<file path="src/rtl/pin_edge_irq_pkg.sv">
package pin_edge_irq_pkg;

    localparam int RF_ADDR_W = 4;

    typedef enum logic [RF_ADDR_W-1:0] {
        RA_SEL0      = 4'd0,
        RA_SEL1      = 4'd1,
        RA_SEL2      = 4'd2,
        RA_SEL3      = 4'd3,
        RA_RISE_EN   = 4'd4,
        RA_FALL_EN   = 4'd5,
        RA_MASK      = 4'd6,
        RA_RISE_PEND = 4'd7,
        RA_FALL_PEND = 4'd8
    } rf_addr_e;

    typedef enum logic {
        LN_SETTLE = 1'b0,
        LN_WATCH  = 1'b1
    } ln_state_e;

    // Number of ports a line may legally select.
    function automatic int line_port_count(input int line, input int num_ports, input int short_from);
        return (line >= short_from) ? num_ports - 1 : num_ports;
    endfunction

endpackage

</file>
<file path="src/rtl/pei_line_watch.sv">
module pei_line_watch
    import pin_edge_irq_pkg::*;
#(
    parameter int NUM_PORTS   = 6,
    parameter int SEL_W       = 3,
    parameter int AVAIL_PORTS = 6,
    parameter int SYNC_STAGES = 2
) (
    input  logic                 clk,
    input  logic                 rst_n,
    input  logic [NUM_PORTS-1:0] port_pins,
    input  logic [SEL_W-1:0]     sel,
    input  logic                 resel,
    output logic                 rise_det,
    output logic                 fall_det
);
    localparam int SETTLE_LEN = SYNC_STAGES + 1;
    localparam int CNT_W      = $clog2(SETTLE_LEN + 1);

    logic                   raw_pin;
    logic [SYNC_STAGES-1:0] sync_q;
    logic                   cur_lvl;
    logic                   prev_q;
    ln_state_e              state_q, state_d;
    logic [CNT_W-1:0]       cnt_q, cnt_d;

    // Port selection; unavailable codes connect nothing.
    always_comb begin
        raw_pin = 1'b0;
        for (int p = 0; p < NUM_PORTS; p++) begin
            if (p < AVAIL_PORTS && sel == SEL_W'(p)) begin
                raw_pin = port_pins[p];
            end
        end
    end

    always_ff @(posedge clk or negedge rst_n) begin
        if (!rst_n) begin
            sync_q <= '0;
            prev_q <= 1'b0;
        end else begin
            sync_q <= {sync_q[SYNC_STAGES-2:0], raw_pin};
            prev_q <= sync_q[SYNC_STAGES-1];
        end
    end

    assign cur_lvl = sync_q[SYNC_STAGES-1];

    // State register
    always_ff @(posedge clk or negedge rst_n) begin
        if (!rst_n) begin
            state_q <= LN_SETTLE;
            cnt_q   <= '0;
        end else begin
            state_q <= state_d;
            cnt_q   <= cnt_d;
        end
    end

    // Next state
    always_comb begin
        state_d = state_q;
        cnt_d   = cnt_q;
        unique case (state_q)
            LN_SETTLE: begin
                if (cnt_q == CNT_W'(SETTLE_LEN - 1)) begin
                    state_d = LN_WATCH;
                    cnt_d   = '0;
                end else begin
                    cnt_d = cnt_q + 1'b1;
                end
            end
            LN_WATCH: begin
                cnt_d = '0;
            end
            default: begin
                state_d = LN_SETTLE;
                cnt_d   = '0;
            end
        endcase
        if (resel) begin
            state_d = LN_SETTLE;
            cnt_d   = '0;
        end
    end

    // Outputs
    always_comb begin
        rise_det = 1'b0;
        fall_det = 1'b0;
        unique case (state_q)
            LN_WATCH: begin
                rise_det = cur_lvl & ~prev_q;
                fall_det = ~cur_lvl & prev_q;
            end
            default: begin
                rise_det = 1'b0;
                fall_det = 1'b0;
            end
        endcase
    end

endmodule

</file>
<file path="src/rtl/pei_regfile.sv">
module pei_regfile
    import pin_edge_irq_pkg::*;
#(
    parameter int LINES   = 16,
    parameter int SEL_W   = 3,
    parameter int FIELD_W = 8,
    parameter int DATA_W  = 32
) (
    input  logic                   clk,
    input  logic                   rst_n,
    input  logic                   bus_wr,
    input  logic [RF_ADDR_W-1:0]   bus_addr,
    input  logic [DATA_W-1:0]      bus_wdata,
    output logic [DATA_W-1:0]      bus_rdata,
    input  logic [LINES-1:0]       rise_det,
    input  logic [LINES-1:0]       fall_det,
    output logic [LINES*SEL_W-1:0] sel_flat,
    output logic [LINES-1:0]       resel,
    output logic [LINES-1:0]       mask_q,
    output logic [LINES-1:0]       rpend_q,
    output logic [LINES-1:0]       fpend_q,
    output logic [LINES-1:0]       rise_set,
    output logic [LINES-1:0]       fall_set
);
    localparam int LPR  = DATA_W / FIELD_W;
    localparam int NSEL = LINES / LPR;

    logic [SEL_W-1:0] sel_q [LINES];
    logic [LINES-1:0] rise_en_q, fall_en_q;
    logic [LINES-1:0] rclr, fclr;
    logic             unused_ok;

    assign unused_ok = ^bus_wdata;

    for (genvar l = 0; l < LINES; l++) begin : g_sel
        localparam int RI = l / LPR;
        localparam int FB = (l % LPR) * FIELD_W;
        logic             hit;
        logic [SEL_W-1:0] new_sel;

        assign hit      = bus_wr && (bus_addr == RF_ADDR_W'(RI));
        assign new_sel  = bus_wdata[FB +: SEL_W];
        assign resel[l] = hit && (new_sel != sel_q[l]);
        assign sel_flat[l*SEL_W +: SEL_W] = sel_q[l];

        always_ff @(posedge clk or negedge rst_n) begin
            if (!rst_n)   sel_q[l] <= '0;
            else if (hit) sel_q[l] <= new_sel;
        end
    end

    assign rise_set = rise_det & rise_en_q;
    assign fall_set = fall_det & fall_en_q;
    assign rclr = (bus_wr && bus_addr == RA_RISE_PEND) ? bus_wdata[LINES-1:0] : '0;
    assign fclr = (bus_wr && bus_addr == RA_FALL_PEND) ? bus_wdata[LINES-1:0] : '0;

    always_ff @(posedge clk or negedge rst_n) begin
        if (!rst_n) begin
            rise_en_q <= '0;
            fall_en_q <= '0;
            mask_q    <= '0;
            rpend_q   <= '0;
            fpend_q   <= '0;
        end else begin
            if (bus_wr && bus_addr == RA_RISE_EN) rise_en_q <= bus_wdata[LINES-1:0];
            if (bus_wr && bus_addr == RA_FALL_EN) fall_en_q <= bus_wdata[LINES-1:0];
            if (bus_wr && bus_addr == RA_MASK)    mask_q    <= bus_wdata[LINES-1:0];
            // A new edge outranks a same-cycle clear.
            rpend_q <= (rpend_q & ~rclr) | rise_set;
            fpend_q <= (fpend_q & ~fclr) | fall_set;
        end
    end

    always_comb begin
        bus_rdata = '0;
        if (bus_addr < RF_ADDR_W'(NSEL)) begin
            for (int l = 0; l < LINES; l++) begin
                if (bus_addr == RF_ADDR_W'(l / LPR)) begin
                    bus_rdata[(l % LPR)*FIELD_W +: SEL_W] = sel_q[l];
                end
            end
        end else begin
            case (rf_addr_e'(bus_addr))
                RA_RISE_EN:   bus_rdata[LINES-1:0] = rise_en_q;
                RA_FALL_EN:   bus_rdata[LINES-1:0] = fall_en_q;
                RA_MASK:      bus_rdata[LINES-1:0] = mask_q;
                RA_RISE_PEND: bus_rdata[LINES-1:0] = rpend_q;
                RA_FALL_PEND: bus_rdata[LINES-1:0] = fpend_q;
                default:      bus_rdata = '0;
            endcase
        end
    end

endmodule

</file>
<file path="src/rtl/pei_irq_merge.sv">
module pei_irq_merge #(
    parameter int LINES = 16,
    parameter int G0_HI = 1,
    parameter int G1_HI = 3
) (
    input  logic [LINES-1:0] rpend,
    input  logic [LINES-1:0] fpend,
    input  logic [LINES-1:0] mask,
    output logic [2:0]       irq_req
);
    logic [LINES-1:0] active;

    assign active     = (rpend | fpend) & mask;
    assign irq_req[0] = |active[G0_HI:0];
    assign irq_req[1] = |active[G1_HI:G0_HI+1];
    assign irq_req[2] = |active[LINES-1:G1_HI+1];

endmodule

</file>
<file path="src/rtl/pin_edge_irq_ctrl.sv">
module pin_edge_irq_ctrl
    import pin_edge_irq_pkg::*;
#(
    parameter int NUM_PORTS   = 6,
    parameter int PORT_W      = 16,
    parameter int SEL_W       = 3,
    parameter int FIELD_W     = 8,
    parameter int DATA_W      = 32,
    parameter int SYNC_STAGES = 2,
    parameter int SHORT_FROM  = 14,
    parameter int G0_HI       = 1,
    parameter int G1_HI       = 3
) (
    input  logic                        clk,
    input  logic                        rst_n,
    input  logic [NUM_PORTS*PORT_W-1:0] gpio_in,
    input  logic                        bus_wr,
    input  logic [RF_ADDR_W-1:0]        bus_addr,
    input  logic [DATA_W-1:0]           bus_wdata,
    output logic [DATA_W-1:0]           bus_rdata,
    output logic [2:0]                  irq_req
);
    localparam int LINES = PORT_W;

    logic [LINES*SEL_W-1:0] sel_flat;
    logic [LINES-1:0]       resel, mask_q, rpend_q, fpend_q;
    logic [LINES-1:0]       rise_det, fall_det, rise_set, fall_set;

    for (genvar l = 0; l < LINES; l++) begin : g_line
        logic [NUM_PORTS-1:0] pins;
        for (genvar p = 0; p < NUM_PORTS; p++) begin : g_pin
            assign pins[p] = gpio_in[p*PORT_W + l];
        end
        pei_line_watch #(
            .NUM_PORTS  (NUM_PORTS),
            .SEL_W      (SEL_W),
            .AVAIL_PORTS(line_port_count(l, NUM_PORTS, SHORT_FROM)),
            .SYNC_STAGES(SYNC_STAGES)
        ) u_watch (
            .clk      (clk),
            .rst_n    (rst_n),
            .port_pins(pins),
            .sel      (sel_flat[l*SEL_W +: SEL_W]),
            .resel    (resel[l]),
            .rise_det (rise_det[l]),
            .fall_det (fall_det[l])
        );
    end

    pei_regfile #(
        .LINES  (LINES),
        .SEL_W  (SEL_W),
        .FIELD_W(FIELD_W),
        .DATA_W (DATA_W)
    ) u_regs (
        .clk      (clk),
        .rst_n    (rst_n),
        .bus_wr   (bus_wr),
        .bus_addr (bus_addr),
        .bus_wdata(bus_wdata),
        .bus_rdata(bus_rdata),
        .rise_det (rise_det),
        .fall_det (fall_det),
        .sel_flat (sel_flat),
        .resel    (resel),
        .mask_q   (mask_q),
        .rpend_q  (rpend_q),
        .fpend_q  (fpend_q),
        .rise_set (rise_set),
        .fall_set (fall_set)
    );

    pei_irq_merge #(
        .LINES(LINES),
        .G0_HI(G0_HI),
        .G1_HI(G1_HI)
    ) u_merge (
        .rpend  (rpend_q),
        .fpend  (fpend_q),
        .mask   (mask_q),
        .irq_req(irq_req)
    );

endmodule

</file>
<file path="config.mk">
export PLATFORM = sky130hd
export DESIGN_NAME = pin_edge_irq_ctrl
export DESIGN_NICKNAME = d
export VERILOG_FILES = /design/src/rtl/pin_edge_irq_pkg.sv /design/src/rtl/pei_line_watch.sv /design/src/rtl/pei_regfile.sv /design/src/rtl/pei_irq_merge.sv /design/src/rtl/pin_edge_irq_ctrl.sv
export SDC_FILE = /design/constraint.sdc
export NUM_CORES = 1
export LEC_CHECK = 0
export ABC_AREA = 1
export BUFFER_PORTS_ARGS = -buffer_cell sky130_fd_sc_hd__buf_2
export CORE_ASPECT_RATIO = 0.9
export CORE_UTILIZATION = 23
export DETAILED_ROUTE_END_ITERATION = 8
export PLACE_DENSITY = 0.39
export SLEW_MARGIN = 10
export SYNTH_ARGS = -nofsm -noshare
export SYNTH_HDL_FRONTEND = slang
export SYNTH_SLANG_ARGS = --single-unit
</file>
<file path="constraint.sdc">
create_clock -name clk -period 1.65 [get_ports clk]
set_clock_uncertainty 0.2 [all_clocks]
set_input_delay 0.33 -clock clk [delete_from_list [all_inputs] [get_ports clk]]
set_output_delay 0.33 -clock clk [all_outputs]
set_load 0.01 [all_outputs]
</file>
* Word level (Yosys, flattened, before mapping)
Index checks and enable logic that the tools add are counted.
Widths: inputs -> output; s select.
** Storage, ports and cells
- Register bits :: 224
- Input bits :: 135
- Output and inout bits :: 35
- Word-level logic and storage cells :: 602
** Cells by class
- Add/subtract/negate cells :: 16
- Magnitude comparators :: 1
- Equality and inequality tests :: 118
- Multiplexer cells :: 247
- Bitwise logic cells :: 90
- Reduce and logical (&&, ||, !) cells :: 45
** Operators by type and width (count)
- $mux 1 :: 174
- $eq 3x2->1 const B :: 32
- $eq 3x3->1 const B :: 30
- $and 16x16->16 :: 5
- $pmux 16 s5 :: 1
- $mux 2 :: 32
- $pmux 2 s2 :: 16
- $mux 3 :: 20
- $eq 3x1->1 const B :: 16
- $logic_not 3->1 :: 16
- $ne 3x3->1 :: 16
- $not 1->1 :: 48
- $or 16x16->16 :: 3
- $add 2x1->2 const B :: 16
- $and 1x1->1 :: 32
- $eq 2x2->1 const B :: 16
- $mux 16 :: 2
- $not 16->16 :: 2
- $logic_and 1x1->1 :: 25
- $eq 4x3->1 const B :: 4
- $reduce_or 12->1 :: 1
- $mux 5 :: 2
- $eq 4x2->1 const B :: 2
- $eq 4x1->1 const B :: 1
- 4 further kinds :: 5

* Depth between registers and ports, before layout
Gate-level depths: netlist of the first run.
- Depth after elaboration :: 7
- Mapped depth :: 10
- Gate-level depth less buffers :: 8

* Modules after synthesis
A second synthesis of the first run with hierarchy kept.
** Second synthesis, totals
- Cell total of the unflattened synthesis :: 1518
- Area, all modules :: 11662.4 sq um
** Modules (own cells, without submodules)
- pei_regfile :: times used 1, cells an instance 902, area an instance 7064.3 sq um, seq. area each 3203.1 sq um
- pei_line_watch (g_line[0].u_watch ...) :: times used 14, cells an instance 37, area an instance 281.5 sq um, seq. area each 150.1 sq um
- pei_line_watch (g_line[14].u_watch ...) :: times used 2, cells an instance 35, area an instance 265.3 sq um, seq. area each 150.1 sq um
- pei_irq_merge :: times used 1, cells an instance 28, area an instance 126.4 sq um, seq. area each 0.0 sq um

* Worst setup path after synthesis of the first run
No wires, ideal clock.
- Path kind :: input port to output port
- From :: input bus_addr[3]
- To :: output bus_rdata[25]
- Data arrival time :: 1177 ps
- Required time :: 1120 ps
- Slack :: -57 ps
- Cell stages on the path :: 6
- Path buffers :: 1
- Cell sequence :: nor2_4 -> clkbuf_1 -> nand3_1 -> o21ai_0 -> nor2_1 -> nor2_1
** Between the ends
- Word-level cells in the longest chain between the ends :: 6
- Elaborated cells on any way between the ends :: 10
- Classes of those cells :: order compare (1); eq/ne (3); mux (5); reduce/logical (1)
** Ends and longest elaborated chain
- start, declared :: line pin_edge_irq_ctrl.sv:18 : input logic [RF_ADDR_W-1:0] bus_addr,
- $logic_not 4->1 :: line pei_regfile.sv:78 : if (bus_addr == RF_ADDR_W'(l / LPR)) begin
- $mux 3 (4 in series) :: line pei_regfile.sv:78
- $mux 3 * :: line pei_regfile.sv:76 : if (bus_addr < RF_ADDR_W'(NSEL)) begin
- end, declared :: line pin_edge_irq_ctrl.sv:20 : output logic [DATA_W-1:0] bus_rdata,
Every way passes the cells marked *; elsewhere a longest branch is shown, timed or not.

* Final worst setup path of the first run
- From :: register u_regs.fpend_q[10]
- To :: output irq_req[2]
** Between the ends
- Word-level cells in the longest chain between the ends :: 3
** Ends and longest elaborated chain
- start, declared :: line pei_regfile.sv:21 : output logic [LINES-1:0] fpend_q,
- start signal, assigned :: line pei_regfile.sv:70 : fpend_q <= (fpend_q & ~fclr) | fall_set;
- $or 16x16->16 :: line pei_irq_merge.sv:13 : assign active = (rpend | fpend) & mask;
- $and 16x16->16 :: line pei_irq_merge.sv:13
- $reduce_or 12->1 :: line pei_irq_merge.sv:16 : assign irq_req[2] = |active[LINES-1:G1_HI+1];
- end, declared :: line pin_edge_irq_ctrl.sv:21 : output logic [2:0] irq_req
No other way between the ends.

==> impl_metrics.ini, run 1 <==
[grt]
grt_pass1_wl_um = 59300
grt_residual_overflow = 0
globalRoute.busiestLayer = met1
grt_util_met1 = 0.243
pin_count_of_the_biggest_net_entering_global_routing = 42
grt_util_met2 = 0.238
vias_in_the_first_global_route = 10018
gr_util_met3 = 0.0211
gr-usage-all-layers = 0.160
antenna_found_initial = 1

[critical_path]
timing.critical_path.to_type = output port
critPathBufInv = 1
slowest_stage = dfrtp_1
cp_max_fo = 2
data_required_time_at_the_worst_endpoint_ns = 1.12
cp_top_delay_family = flip-flops
crit_type = reg -> out
list_of_cells_traversed_by_the_critical_path = o21ai_2, nand2_1, nor2_2, nand3_2, buf_6
worstSetupStartpointType = register
cp_slowest_stage_delay_ns = 0.40
critical_path_arrival_ns = 1.60

[synth]
synth_top_cell_by_area = dfrtp_1
post_synthesis_register_bit_count = 224
synth.yosys.warnings = 0
post_synth.cell_area_avg_um2 = 7.89
yosys.cell_count.top_type = nand2_1
netlist-cell-type-count = 21
synth-edff-count = 0
synth.cells.most_frequent = 289 x nand2_1, 224 x dfrtp_1, 201 x o21ai_0
synth_ff_type = dfrtp_1
yosys.area.top_type_share = 0.521
proportion_of_register_bits_with_asynchronous_set_or_reset_after_synthesis = 1.00
ys_top_cells_by_area = dfrtp_1 52%, nand2_1 10%, o21ai_0 9.3%
post_synthesis_sequential_area_ratio = 0.521
netlist_area_um2 = 10800
syn_inst = 1363

[place]
detailedPlacementHpwl_um = 28700
gpl.final_weighted_congestion = 0.869
io_buffer_count = 147
post-place-ws_ns = -0.492

[power]
power.static_leakage_nw = 7.39
ir_drop_mv = 0.722
power_mw = 20.0
power_density_nw_per_um2 = 1280

[floorplan]
floorplan.initialDensity = 0.235
chipWidth_um = 230
die_area_um2 = 47600
fp.dieH_um = 207
fp-row-count = 74
core_region_area_um2 = 45700
ioPinCount = 170

[final_layout]
final_layout_size_suffix_gt1_frac = 0.258
largest_reg_flops = 48
nets = 1857
synthesis_to_finish_area_growth_pct = 44.7
filler_cell_count = 4884

[route]
drt_first_pass_iters = 4
drt-vias-per-instance = 4.38
drc_errors = 0
final_antenna_net_count = 0
detail_route.wirelength_um = 38700
drt_iter0_drc = 610
vias = 10290
routedWlPerCell_um = 16.5

[sta]
final.hold.worst_slack_ns = 0.00919
setup_viol_count_final = 25
min_period_ns = 2.13
fmaxAchievable_mhz = 469
timing_max_transition_violations_final = 0
setup_repair_after_global_routing_missed_its_margin = true
finalHoldViolCount = 0
totalNegativeSetupSlack_ns = -8.15
final.period_utilization = 1.29
post-route-worst-setup-slack_ns = -0.480

[run_status]
violations = negative setup slack
status = finished, violations left

[clock_network]
cts-buffers-inserted = 27
clk_pin_slew_worst_paths_ns = 0.06
cts_num_sinks = 224
tritoncts = yes
clk_root_buffer_cell = clkbuf_16
insertion_delay_of_the_later_clocked_pin_in_the_worst_skew_pair_ns = 0.55
clk_path_buf_depth = 3
cts-htree-levels = 1

[run]
cap_viol_max_count = 0

[worst_hold_path]
timing.hold.worst.class = in -> reg
[layer usage]
metal | share of wire | up-vias
met4 | 0.023 | 0
met3 | 0.036 | 59
met2 | 0.43 | 208
met1 | 0.52 | 4886
met5 | 0 | -
li1 | - | 5137
[logic make-up after synthesis]
family / count (synthesis) / synth area share
simple gates: 601 / 0.235
compound gates: 307 / 0.143
flops: 224 / 0.521
buf+inv: 200 / 0.0763
xor+xnor: 30 / 0.0244
other cells: 1 / 0.000349
[worst reg2reg max path: cells and delay by family, from the launching register on]
family / cells / cell delay [ns]
AO/OA/AOI/OAI: 2 / 0.17
buffers and inverters: 3 / 0.38
AND/OR/NAND/NOR: 3 / 0.28
flip-flops: 1 / 0.41
[cell usage in the layout, fill, tap and decap left out, drive strengths merged]
cell type    synthesis  layout
a21oi               64      64
buf                 36     303
bufinv               0       1
clkbuf              21      42
clkinv               0       5
clkinvlp             0       1
conb                 1      10
dfrtp              224     224
diode                0       1
dlygate4sd3          0      74
inv                143     143
nand2              292     292
nand3              137     137
nand3b               1       1
nand4                3       3
nor2               145     145
nor3                22      22
nor3b                1       1
o21ai              243     243
xnor2               30      30
[timing repair]
item | in CTS | in global routing
pin swaps | 56 | 39
endpoints found under the hold margin | 301 | 0
endpoints found under the setup margin | 25 | 28
gates resized for setup | 111 | 66
buffers inserted | 21 | 17
cloned | 0 | 1
hold buffers | 74 | 0
[where the power goes]
part,switching (mW),total (mW),internal [mW]
registers,1.44,8.64,7.21
clock network,2.40,5.86,3.47
logic,2.98,5.46,2.48
[path summary, 6_finish.rpt]
check / cells after the start / startpoint / to / slack, ns
max in group asynchronous: 3 / rst_n / u_regs.sel_flat[17] / 0.58
min in group asynchronous: 2 / rst_n / u_regs.rise_en_q[4] / 0.11
setup / recovery: 5 / u_regs.fpend_q[10] / irq_req[2] / -0.48
hold reg to reg: 0 / g_line[10].u_watch.sync_q[0] / g_line[10].u_watch.sync_q[1] / 0.15
setup reg to reg: 8 / u_regs.sel_flat[22] / g_line[7].u_watch.cnt_q[0] / 0.10
hold / removal: 3 / bus_wdata[10] / u_regs.sel_flat[41] / 0.009
[final cells by class]
type                            instances  area [µm²]  share of cell area
Antenna cell                            1        2.50            0.000161
Clock buffer                           41         798              0.0513
Clock inverter                          7        63.8             0.00410
Inverter                              143         551              0.0354
Multi-Input combinational cell        948        4710               0.302
Sequential cell                       224        5610               0.361
Tap cell                              608         761              0.0489
Timing Repair Buffer                  378        3070               0.197
[metrics by stage]
step / instances / cell area, µm² / util
finish: 2350 / 15600 / 0.340
floorplan: 1372 / 10800 / -
global placement: 2189 / 13100 / 0.287
CTS: 2331 / 15200 / 0.332
global route: 2350 / 15600 / 0.340
detailed placement: 2189 / 13100 / 0.287
(Power assumes the default switching activity.)
==> inputs of run 2 (changes only) <==
- SKIP_CTS_REPAIR_TIMING: unset -> 1
==> run 2 against run 1 <==
Compared with the run above:
- the flow finishes with violations (negative hold slack, negative setup slack)
- critical endpoint unchanged
- non-clock buffer count down 42
- critical path type unchanged
- count of clock-buffer cells in the layout unchanged
- cell count decreased by 1.8%
- fmax decreased by 1.2%
==> impl_metrics.ini, run 2 (same netlist as run 1, synthesis figures left out) <==
[run_status]
status = finished, violations left
violations = negative hold slack, negative setup slack

[critical_path]
crit-reg2reg-capture = g_line[7].u_watch.cnt_q[0]
cp_max_fo = 2
worst_flop_to_flop_path_startpoint = u_regs.sel_flat[22]
critical_path_arrival_ns = 1.63
data_required_time_at_the_worst_endpoint_ns = 1.12
worstSetupStartpointType = register
timing.critical_path.to_type = output port
r2r.worst_path.cells = 8
crit_type = reg -> out
regToRegSetupSlack_ns = 0.13

[grt]
grt_residual_overflow = 0
antenna_found_initial = 2
pin_count_of_the_biggest_net_entering_global_routing = 42
vias_in_the_first_global_route = 9679
gr-usage-all-layers = 0.158
grt_pass1_wl_um = 58200

[power]
internal_power_contribution_mw = 13.0
power_density_nw_per_um2 = 1310
seqPwrFrac = 0.438
ir_drop_mv = 0.724
total_switching_power_mw = 6.73
power_switching_share = 0.341
power.combinational.fraction = 0.265
power.static_leakage_nw = 7.18
clkPwrFrac = 0.297

[worst_hold_path]
timing.hold.worst.class = in -> reg
hold_crit_depth = 5
min_delay_worst_endpoint = g_line[5].u_watch.sync_q[0]
worst_hold_startpoint = gpio_in[53]

[place]
io_buffer_count = 147
detailedPlacementHpwl_um = 28700
placedCellCount = 2189
post-place-ws_ns = -0.492
gpl.final_weighted_congestion = 0.869

[clock_network]
clk_root_buffer_cell = clkbuf_16
clk_path_buf_depth = 3
tritoncts = yes
cts-htree-levels = 1
clk_pin_slew_worst_paths_ns = 0.06
cts-buffers-inserted = 27
insertion_delay_of_the_later_clocked_pin_in_the_worst_skew_pair_ns = 0.54
cts_num_sinks = 224

[route]
detail_route.wirelength_um = 38300
drt_first_pass_iters = 4
routedWlPerCell_um = 16.6
final_antenna_net_count = 0
drt-vias-per-instance = 4.39
drc_errors = 0
drt_iter0_drc = 559
vias = 10132

[sta]
post-route-worst-setup-slack_ns = -0.506
timing_max_transition_violations_final = 0
final.hold.worst_slack_ns = -0.0552
final.period_utilization = 1.31
min_period_ns = 2.16
setup_viol_count_final = 25
setup_repair_after_global_routing_missed_its_margin = true
fmaxAchievable_mhz = 464
finalHoldViolCount = 16

[final_layout]
synthesis_to_finish_area_growth_pct = 39.5
final_layout_size_suffix_gt1_frac = 0.250
post-route-util = 0.328
final_common_cell = nand2_1
nets = 1815
layout_common_cells = 279 x nand2_1, 221 x dfrtp_1, 170 x o21ai_0
largest_reg_flops = 48
layoutNonFillerInstCount = 2307
antenna-diode-count = 0

[floorplan]
chipWidth_um = 230
floorplan.initialDensity = 0.235
fp-row-count = 74
die_area_um2 = 47600
ioPinCount = 170
fp.dieH_um = 207
core_region_area_um2 = 45700

[run]
cap_viol_max_count = 0
==> run 2: changes by cell type in the layout (fill, tap and decap cells not counted), moves of 6 or more <==
cell / delta
nand2_1: +6
buf_6: -9
dlygate4sd3_1: -34
buf_2: +6
==> run 2: area by class of cell <==
| cell class | count | area (µm²) |
|---|---|---|
| well taps | 608 | 761 |
| repair buffers | 336 | 2590 |
| flip-flops and latches | 224 | 5610 |
| clock inverters | 7 | 63.8 |
| multi-input cells | 948 | 4650 |
| clock buffers | 41 | 798 |
| inverters | 143 | 544 |
| fillers | 4929 | 30700 |
==> run 2: worst max-delay path: stages (launching register included) <==
cell	delay, ns
dfrtp_1	0.39
o21ai_2	0.17
nand2_1	0.08
nor2_2	0.15
nand3_1	0.13
buf_2	0.16
==> run 2: metal layers <==
layer	share of wire	GRT usage	vias up
li1	-	-	5045
met1	0.51	0.240	4808
met2	0.43	0.231	218
met3	0.040	0.0230	57
met4	0.022	0.0379	4
met5	0.00047	0	-
==> run 2: power by group through the flow <==
stage | Combinational (mW) | Clock (mW) | Sequential (mW)
after global routing | 5.99 | 6.19 | 8.88
after detailed placement | 4.72 | 0 | 8.64
final | 5.23 | 5.86 | 8.63
after CTS | 4.73 | 6.03 | 8.56
after global placement | 4.66 | 0 | 8.66
after floorplan | 2.73 | 0 | 8.17
==> run 2: worst max path at each step <==
stage | startpoint | endpoint | slack, ns | cells past startpoint
after CTS | u_regs.fpend_q[10] | irq_req[2] | -0.67 | 5
after floorplan | bus_addr[3] | bus_rdata[6] | 0.007 | 8
after global placement | bus_addr[1] | bus_rdata[26] | -0.54 | 7
after detailed placement | bus_addr[1] | bus_rdata[16] | -0.49 | 7
final | u_regs.fpend_q[10] | irq_req[2] | -0.51 | 5
after global routing | u_regs.rpend_q[14] | irq_req[2] | -0.57 | 5
==> run 2: through the flow <==
stage	TNS [ns]	instance area, µm²	hold WS [ns]	power (mW)
6_report	-8.52	15000	-0.0552	19.7
5_1_grt	-10.27	15000	0.00114	21.1
4_1_cts	-11.50	14000	-0.497	19.3
3_5_place_dp	-41.76	13100	0.0790	13.4
3_3_place_gp	-38.88	13100	0.0793	13.3
2_1_floorplan	0	10800	-0.166	10.9
